**src/rtl/wwdt_pkg.sv**
```systemverilog
package wwdt_pkg;

    localparam logic [7:0] SERVICE_KEY = 8'hAC;

    typedef struct packed {
        logic [2:0] period_sel;
        logic [1:0] window_sel;
        logic       irq_en;
        logic       standby_run;
    } wdt_cfg_t;

    typedef enum logic [1:0] {
        WIN_HALF    = 2'b00,
        WIN_3QUART  = 2'b01,
        WIN_FULL    = 2'b10,
        WIN_FULL_B  = 2'b11
    } win_mode_e;

    // Exponent of the overflow period for each code (non-uniform steps)
    function automatic int unsigned period_exp(input logic [2:0] sel);
        case (sel)
            3'd0:    return 10;
            3'd1:    return 11;
            3'd2:    return 12;
            3'd3:    return 13;
            3'd4:    return 15;
            3'd5:    return 17;
            3'd6:    return 18;
            default: return 20;
        endcase
    endfunction

    function automatic int unsigned period_len(input logic [2:0] sel, input int unsigned scale);
        return 32'd1 << (period_exp(sel) - scale);
    endfunction

    // First count at which a service write is accepted
    function automatic int unsigned window_start(input logic [1:0] wsel, input int unsigned plen);
        case (win_mode_e'(wsel))
            WIN_HALF:   return plen >> 1;
            WIN_3QUART: return plen >> 2;
            default:    return 0;
        endcase
    endfunction

    function automatic int unsigned irq_point(input int unsigned plen);
        return plen - (plen >> 2);
    endfunction

endpackage

```
**src/rtl/wwdt_cfg_latch.sv**
```systemverilog
module wwdt_cfg_latch
    import wwdt_pkg::*;
(
    input  logic     clk,
    input  logic     rst,
    input  wdt_cfg_t cfg_in,
    output wdt_cfg_t cfg_q
);

    // Follows the inputs only while reset is held; frozen afterwards
    always_ff @(posedge clk) begin
        if (rst) begin
            cfg_q <= cfg_in;
        end
    end

endmodule

```
**src/rtl/wwdt_counter.sv**
```systemverilog
module wwdt_counter #(
    parameter int CNT_W = 21
) (
    input  logic             clk,
    input  logic             rst,
    input  logic [CNT_W-1:0] period,
    input  logic             standby_run,
    input  logic             standby,
    input  logic             restart,
    input  logic             fault,
    input  logic             hold,
    output logic [CNT_W-1:0] cnt,
    output logic             running,
    output logic             wrap
);

    logic stby_q;
    logic wake_clr;
    logic frozen;

    always_ff @(posedge clk) begin
        if (rst) begin
            stby_q <= 1'b0;
        end else begin
            stby_q <= standby;
        end
    end

    assign frozen   = standby && !standby_run;
    assign wake_clr = !standby_run && stby_q && !standby;
    assign running  = !frozen && !wake_clr && !hold;
    assign wrap     = running && (cnt == period - 1'b1);

    always_ff @(posedge clk) begin
        if (rst) begin
            cnt <= '0;
        end else if (restart || fault || hold || wake_clr || wrap) begin
            cnt <= '0;
        end else if (running) begin
            cnt <= cnt + 1'b1;
        end
    end

endmodule

```
**src/rtl/wwdt_key_check.sv**
```systemverilog
module wwdt_key_check
    import wwdt_pkg::*;
#(
    parameter int CNT_W = 21
) (
    input  logic             wr_en,
    input  logic [7:0]       wr_data,
    input  logic [CNT_W-1:0] cnt,
    input  logic [CNT_W-1:0] win_start,
    output logic             restart,
    output logic             fault
);

    logic key_ok;
    logic win_open;

    assign key_ok   = (wr_data == SERVICE_KEY);
    assign win_open = (cnt >= win_start);
    assign restart  = wr_en && key_ok && win_open;
    assign fault    = wr_en && !(key_ok && win_open);

endmodule

```
**src/rtl/wwdt.sv**
```systemverilog
module wwdt
    import wwdt_pkg::*;
#(
    parameter int CNT_W = 21,
    parameter int SCALE = 0
) (
    input  logic       clk,
    input  logic       rst,
    input  logic [2:0] cfg_period_sel,
    input  logic [1:0] cfg_window_sel,
    input  logic       cfg_irq_en,
    input  logic       cfg_standby_run,
    input  logic       wr_en,
    input  logic [7:0] wr_data,
    input  logic       standby,
    output logic       rst_req,
    output logic       irq
);

    wdt_cfg_t         cfg_in;
    wdt_cfg_t         cfg_q;
    logic [CNT_W-1:0] period;
    logic [CNT_W-1:0] win_start;
    logic [CNT_W-1:0] irq_mark;
    logic [CNT_W-1:0] cnt;
    logic             restart;
    logic             fault;
    logic             running;
    logic             wrap;

    assign cfg_in = '{period_sel:  cfg_period_sel,
                      window_sel:  cfg_window_sel,
                      irq_en:      cfg_irq_en,
                      standby_run: cfg_standby_run};

    wwdt_cfg_latch u_cfg (
        .clk    (clk),
        .rst    (rst),
        .cfg_in (cfg_in),
        .cfg_q  (cfg_q)
    );

    always_comb begin
        period    = CNT_W'(period_len(cfg_q.period_sel, SCALE));
        win_start = CNT_W'(window_start(cfg_q.window_sel, period_len(cfg_q.period_sel, SCALE)));
        irq_mark  = CNT_W'(irq_point(period_len(cfg_q.period_sel, SCALE)));
    end

    wwdt_key_check #(.CNT_W(CNT_W)) u_key (
        .wr_en     (wr_en),
        .wr_data   (wr_data),
        .cnt       (cnt),
        .win_start (win_start),
        .restart   (restart),
        .fault     (fault)
    );

    wwdt_counter #(.CNT_W(CNT_W)) u_cnt (
        .clk         (clk),
        .rst         (rst),
        .period      (period),
        .standby_run (cfg_q.standby_run),
        .standby     (standby),
        .restart     (restart),
        .fault       (fault),
        .hold        (rst_req),
        .cnt         (cnt),
        .running     (running),
        .wrap        (wrap)
    );

    always_ff @(posedge clk) begin
        if (rst) begin
            rst_req <= 1'b0;
            irq     <= 1'b0;
        end else begin
            rst_req <= fault || (wrap && !restart);
            irq     <= cfg_q.irq_en && running && !restart && !fault
                       && (cnt == irq_mark - 1'b1);
        end
    end

endmodule

```
**config.mk**
```make
export PLATFORM = sky130hd
export DESIGN_NAME = wwdt
export DESIGN_NICKNAME = d
export VERILOG_FILES = /design/src/rtl/wwdt_pkg.sv /design/src/rtl/wwdt_cfg_latch.sv /design/src/rtl/wwdt_counter.sv /design/src/rtl/wwdt_key_check.sv /design/src/rtl/wwdt.sv
export SDC_FILE = /design/constraint.sdc
export NUM_CORES = 1
export LEC_CHECK = 0
export BUFFER_PORTS_ARGS = -buffer_cell sky130_fd_sc_hd__buf_2
export CORE_ASPECT_RATIO = 2
export CORE_UTILIZATION = 40
export DETAILED_ROUTE_END_ITERATION = 10
export HOLD_SLACK_MARGIN = 0.1
export PLACE_DENSITY = 0.57
export SYNTH_ARGS = -nofsm -noshare
export SYNTH_HDL_FRONTEND = slang
export SYNTH_HIERARCHICAL = 1
export SYNTH_SLANG_ARGS = --single-unit
```
**constraint.sdc**
```tcl
create_clock -name clk -period 16.1 [get_ports clk]
set_clock_uncertainty 0.2 [all_clocks]
set_input_delay 2.415 -clock clk [delete_from_list [all_inputs] [get_ports clk]]
set_output_delay 2.415 -clock clk [all_outputs]
set_load 0.03 [all_outputs]
```
==> Yosys cells after proc, flatten, opt, wreduce, memory -nomap -nowiden <==
Index checks and enable logic that the tools add are counted.
{ "op_classes": {"add_sub_neg": 4, "eq_ne": 10, "n_shift": 1, "n_reduce_logical": 31, "muxes": 2, "order_cmp": 1} }
{ "op_table": {"columns": ["op", "count"], "rows": [
  ["21-bit equality test", 2],
  ["21-bit one-hot mux with 2 select lines", 1],
  ["21-bit by 1-bit subtractor with 21-bit output, second input constant", 2],
  ["5-bit one-hot mux with 7 select lines", 1],
  ["1-bit by 5-bit << shifter with 23-bit output, first input constant", 1],
  ["21-bit by 1-bit adder with 21-bit output, second input constant", 1],
  ["21-bit greater-or-equal comparator", 1],
  ["21-bit subtractor", 1],
  ["1-bit logical AND", 15],
  ["3-bit equality test, second input constant", 3],
  ["8-bit equality test, second input constant", 1],
  ["1-bit zero test", 8],
  ["3-bit by 2-bit equality test with 1-bit output, second input constant", 2],
  ["1-bit logical OR", 5],
  ["3-bit by 1-bit equality test with 1-bit output, second input constant", 1],
  ["3-bit zero test", 1],
  ["2-bit by 1-bit equality test with 1-bit output, second input constant", 1],
  ["2-bit zero test", 1],
  ["2-bit OR reduction", 1]
]} }
{ "totals": {"ff_bits": 31, "out_inout_bits": 2, "inputBits": 19, "wordCells": 57} }

==> Depth between registers and ports, before layout <==
{ "depth": {"depth_word": 13, "mapped_depth": 21, "mapped_depth_nobuf": 20} }

==> Hierarchy <==
Netlist, hierarchy kept.
{ "by_module_without_submodules": {"columns": ["mod", "instances", "area_each_um2", "cells_each", "seq_area_each_um2"], "rows": [
  ["wwdt_counter", 1, 1875.5, 205, 440.4],
  ["wwdt", 1, 1645.3, 241, 40.0],
  ["wwdt_key_check", 1, 586.8, 76, 0.0],
  ["wwdt_cfg_latch", 1, 210.2, 7, 210.2]
]} }

==> Least setup slack after synthesis <==
OpenSTA, ideal clock, no wires.
{ "synth_path": {"path_type": "input to register", "from": "in wr_data[6]", "to": "reg irq", "arrival_ns": 5.080, "path_buffers": 0, "setup_time_ns": 0.103, "path_stages": 12, "path_slack_ns": 10.716, "path_cell_list": "nand4b_1 nor4_1 nand2b_1 o41ai_1 or4_1 nor4_1 and4_1 o31ai_1 or4_1 a311oi_1 nand3_1 a2111oi_2"} }
{ "synth_via": {"elab_chain_len": 7, "word_cells_on_any_way": 11, "cone_classes": "eq/ne: 1; reduce/logical: 10"} }
{ "synth_rtl": {"columns": ["element", "line", "source"], "rows": [
  ["start: declaration", "wwdt.sv:14", "input logic [7:0] wr_data,"],
  ["8-bit equality test", "wwdt_key_check.sv:17", "assign key_ok = (wr_data == SERVICE_KEY);"],
  ["1-bit logical AND", "wwdt_key_check.sv:20", "assign fault = wr_en && !(key_ok && win_open);"],
  ["1-bit zero test", "wwdt_key_check.sv:20", null],
  ["1-bit logical AND", "wwdt_key_check.sv:20", null],
  ["via fault", "wwdt.sv:27", "logic fault;"],
  ["1-bit zero test", "wwdt.sv:78", "irq <= cfg_q.irq_en && running && !restart && !fault"],
  ["1-bit logical AND", "wwdt.sv:78", null],
  ["1-bit logical AND", "wwdt.sv:79", "&& (cnt == irq_mark - 1'b1);"],
  ["end signal: assignment", "wwdt.sv:78", null],
  ["end: declaration", "wwdt.sv:17", "output logic irq"]
]} }
The timed path passes the listed nets, and every way through them passes these cells.
A chain may end at the register's enable or synchronous reset.

==> Worst setup path after layout <==
{ "layout_path": {"from": "reg, netlist name u_cfg/cfg_q[4]", "to": "reg irq"} }
{ "layout_via": {"word_cells_on_any_way": 23, "cone_classes": "add/sub: 2; order compare: 1; eq/ne: 7; shift: 1; mux: 2; reduce/logical: 10"} }
{ "layout_lines": {"columns": ["element", "line", "source"], "rows": [
  ["3-bit equality test (tied with other cells)", null, null],
  ["5-bit one-hot mux with 7 select lines (*)", null, null],
  ["1-bit by 5-bit << shifter with 23-bit output (*)", "wwdt_pkg.sv:34", "return 32'd1 << (period_exp(sel) - scale);"],
  ["via period[10]", "wwdt.sv:22", "logic [CNT_W-1:0] period;"],
  ["21-bit one-hot mux with 2 select lines (*)", "wwdt_pkg.sv:39", "case (win_mode_e'(wsel))"],
  ["via win_start[9]", "wwdt.sv:23", "logic [CNT_W-1:0] win_start;"],
  ["21-bit greater-or-equal comparator (*)", "wwdt_key_check.sv:18", "assign win_open = (cnt >= win_start);"],
  ["1-bit logical AND (*)", "wwdt_key_check.sv:19", "assign restart = wr_en && key_ok && win_open;"],
  ["via restart", "wwdt.sv:26", "logic restart;"],
  ["1-bit zero test (*)", "wwdt.sv:78", null],
  ["1-bit logical AND (*) (2 in series)", "wwdt.sv:78", null],
  ["1-bit logical AND (*)", "wwdt.sv:79", null]
]} }
Mark *: on every way through the listed nets, which the timed path passes. The rest lies on a longest branch.

==> flow_summary.toml <==
[sta]
fin_hold_ws_ns = 0.482
finalHoldViolCount = 0
layout_setup_ws_ns = 10.32
rsz0062_at_grt = "false"
setup_violations = 0
worstMarginPinSlew_ns = 0.981
finalCritPeriodShare_pct = 35.9
slew_headroom_pct = 34.1
period_minus_slack_ns = 5.78
finalMaxSlewViolations = 0
max_freq_mhz = 173
setup_tns_ns = 0

[setup_path]
rr_worst_depth = 20
critPathMaxFanout = 9
rrSetupSlack_ns = 10.32
startpoint_type = "flop"
cp_slowest_cell = "nor3_1"
r2r_end = "irq"
reg2reg_from = "u_cfg/cfg_q[4]"
crit_arrival_ns = 5.77
crit_path_end_kind = "flop"
slowest_delay_ns = 0.84
crit_type = "reg2reg"
critPathRequiredTime_ns = 16.08
path_cells = "nor3_1 > inv_1 > nor2_1 > a21oi_1 > nor2_1 > inv_1 > ha_1 > nand4_1 > nor4_2 > a221oi_2 > o31ai_1 > o311a_1 > or4_1 > nor4_1 > and4_1 > o31ai_1 > or4_1 > a311oi_1 > nand3_1 > a2111oi_2"

[place]
portBuffers = 20
dp.cells = 753
pre_cts_slack_ns = 10.30
routabilityCongestion = 1.01
hpwl_um = 10700

[floorplanning]
initial_core_util_pct = 41.2
die_h_um = 149
ios = 21
dieArea_sq_um = 11200
die_w_um = 75.5
rows = 53
core_sq_um = 10500

[detailed_routing]
drc_errors = 0
drtAntennaViolNets = 0
drt_wl_total_um = 12900
wl_met3_um = 246
route.vias.total = 4091
drtIter0Drc = 133
wl_met2_um = 7290
top_layer = "met4"
wl_per_cell_um = 17.0
met1Wirelength_um = 4510
drt_pass1_iterations = 4
viasPerCell = 5.38

[yosys]
synthArstFlopShare_pct = 0
syn_area_sq_um = 4320
yosysTopAreaCell = "ha_1"
synth-edff-count = 7
ys_types = 77
synthTopCellsByArea = "ha_1, dfxtp_1, xnor2_1"
syn_inst = 529
ys_seq_elements = 31
synth_top_area_share_pct = 12.5
ys_warn_count = 6
syn_area_per_cell_sq_um = 8.16
ys.flop_type = "dfxtp_1"
seq_area_frac_synth_pct = 16.0

[grt]
grt_first_pass_wirelength_um = 20300
grt_max_degree = 23
track_usage_pct = 24.7
antenna_found_initial = 0
grt_pass1_vias = 4066
overflow = 0

[final_layout]
antenna_cells = 0
nNetsFinal = 685
drive_gt1_share_pct = 12.2
stdcell_count = 761
area_delta_synth_final_pct = 14.2

[min_path]
worstHoldStart = "u_cnt/cnt[0]"
worst_hold_path.endpoint = "u_cnt/cnt[0]"
worstHoldPathCells = 2
holdCritPathClass = "reg2reg"

[power]
p_per_area_nw_per_um2 = 57.0
p_leak_nw = 2.07
ir_drop_uv = 61.4

[clocking]
hold_buffers = 0
cts_buffer_depth = 2
cts_buffers = 5
clock-root-buffer = "clkbuf_16"
htreeDepth = 2
clk_latency_ns = 0.28
cts_resized = 0
clock-sinks = 31
path_clk_slew_ns = 0.05
cts_tree = "built"
post_cts_buffers = 0

[run_status]
status = "complete, no violations"

[job]
drv_cap = 0
[critical path, delay by kind of cell, from the launching register on]
family	cells	cell delay, ns
AOI/OAI and AO/OA	7	1.47
adders and majority gates	1	0.28
buffers and inverters	2	0.25
DFF	1	0.52
and+or+nand+nor	10	2.94
[routing by layer]
metal	vias up	GRT usage [%]
li1	2057	-
met1	1910	23.3
met2	78	47.7
met3	46	2.09
met4	0	15.8
met5	-	0
[flip-flops by register name, indices dropped and copies added, names as in the netlist]
signal,flops
u_cfg/cfg_q,7
rst_req,1
u_cnt/stby_q,1
irq,1
u_cnt/cnt,21
[cell usage after synthesis (all sizes together) (3+ instances only)]
library cell / count
xnor2: 38
dfxtp: 24
clkbuf: 5
edfxtp: 7
nand2b: 8
ha: 43
xor2: 37
nor2: 43
a32oi: 3
nand2: 32
o21ai: 20
or4: 5
and2: 4
nor4: 15
and4: 6
inv: 38
a21o: 7
nor3: 39
buf: 7
o21a: 4
mux2i: 7
or3: 3
o21bai: 3
o31ai: 3
nor2b: 4
nand3: 22
a211oi: 5
a21oi: 32
nand4: 13
and3: 9
a221oi: 6
nand3b: 3
[kinds of logic after synthesis]
kind of cell | count (synthesis) | synth area share, %
AOI/OAI and AO/OA | 104 | 17.1
xor gates and xnor gates | 75 | 15.6
adders and majority gates | 43 | 12.5
buffers and inverters | 51 | 5.74
DFF | 31 | 16.0
muxes | 8 | 2.14
other | 2 | 0.174
and+or+nand+nor | 215 | 30.7
[power by group]
group          switching, mW  internal, mW  leakage, nW
sequential           0.00301        0.0816        0.262
combinational         0.0658        0.0397         1.74
clock                 0.0347        0.0562       0.0659
[cell usage in the layout (no fill, tap or decap), drive strengths merged, types with 3 or more instances in the layout]
cell type / count
inv: 38
nor3: 39
dfxtp: 24
edfxtp: 7
clkbuf: 6
conb: 80
nand3: 22
o31ai: 3
buf: 22
a21oi: 32
nand4: 13
a221oi: 6
xnor2: 38
nand2b: 8
o21ai: 20
a32oi: 3
ha: 43
a211oi: 5
nand2: 32
or4: 5
nor2b: 4
and4: 6
o21a: 4
a21o: 7
and3: 9
mux2i: 7
nor2: 43
and2: 4
o21bai: 3
nor4: 15
nand3b: 3
or3: 3
xor2: 37
[how the worst max path moves through the flow]
stage / from / to / slack [ns] / cells after the start
floorplan: wr_data[6] / irq / 10.72 / 12
global placement: wr_data[6] / irq / 10.30 / 13
detailed placement: wr_data[6] / irq / 10.30 / 13
CTS: u_cfg/cfg_q[4] / irq / 10.32 / 20
global route: u_cfg/cfg_q[4] / irq / 9.76 / 20
finish: u_cfg/cfg_q[4] / irq / 10.32 / 20
[per-stage QoR]
step / instance area, sq um / utilization [%] / power (mW)
6_report: 4930 / 47.1 / 0.281
5_1_grt: 4930 / 47.1 / 0.296
3_3_place_gp: 4800 / 45.8 / 0.186
4_1_cts: 4930 / 47.1 / 0.278
3_5_place_dp: 4800 / 45.8 / 0.186
2_1_floorplan: 4610 / - / 0.163
[final cells by class]
class	count	area, sq um
repair buffers	22	115
flip-flops and latches	31	691
well taps	137	171
clock buffers	6	129
multi-input cells	525	3680
clock inverters	2	7.51
inverters	38	143
fillers	1124	5550
(Power assumes the default switching activity.)
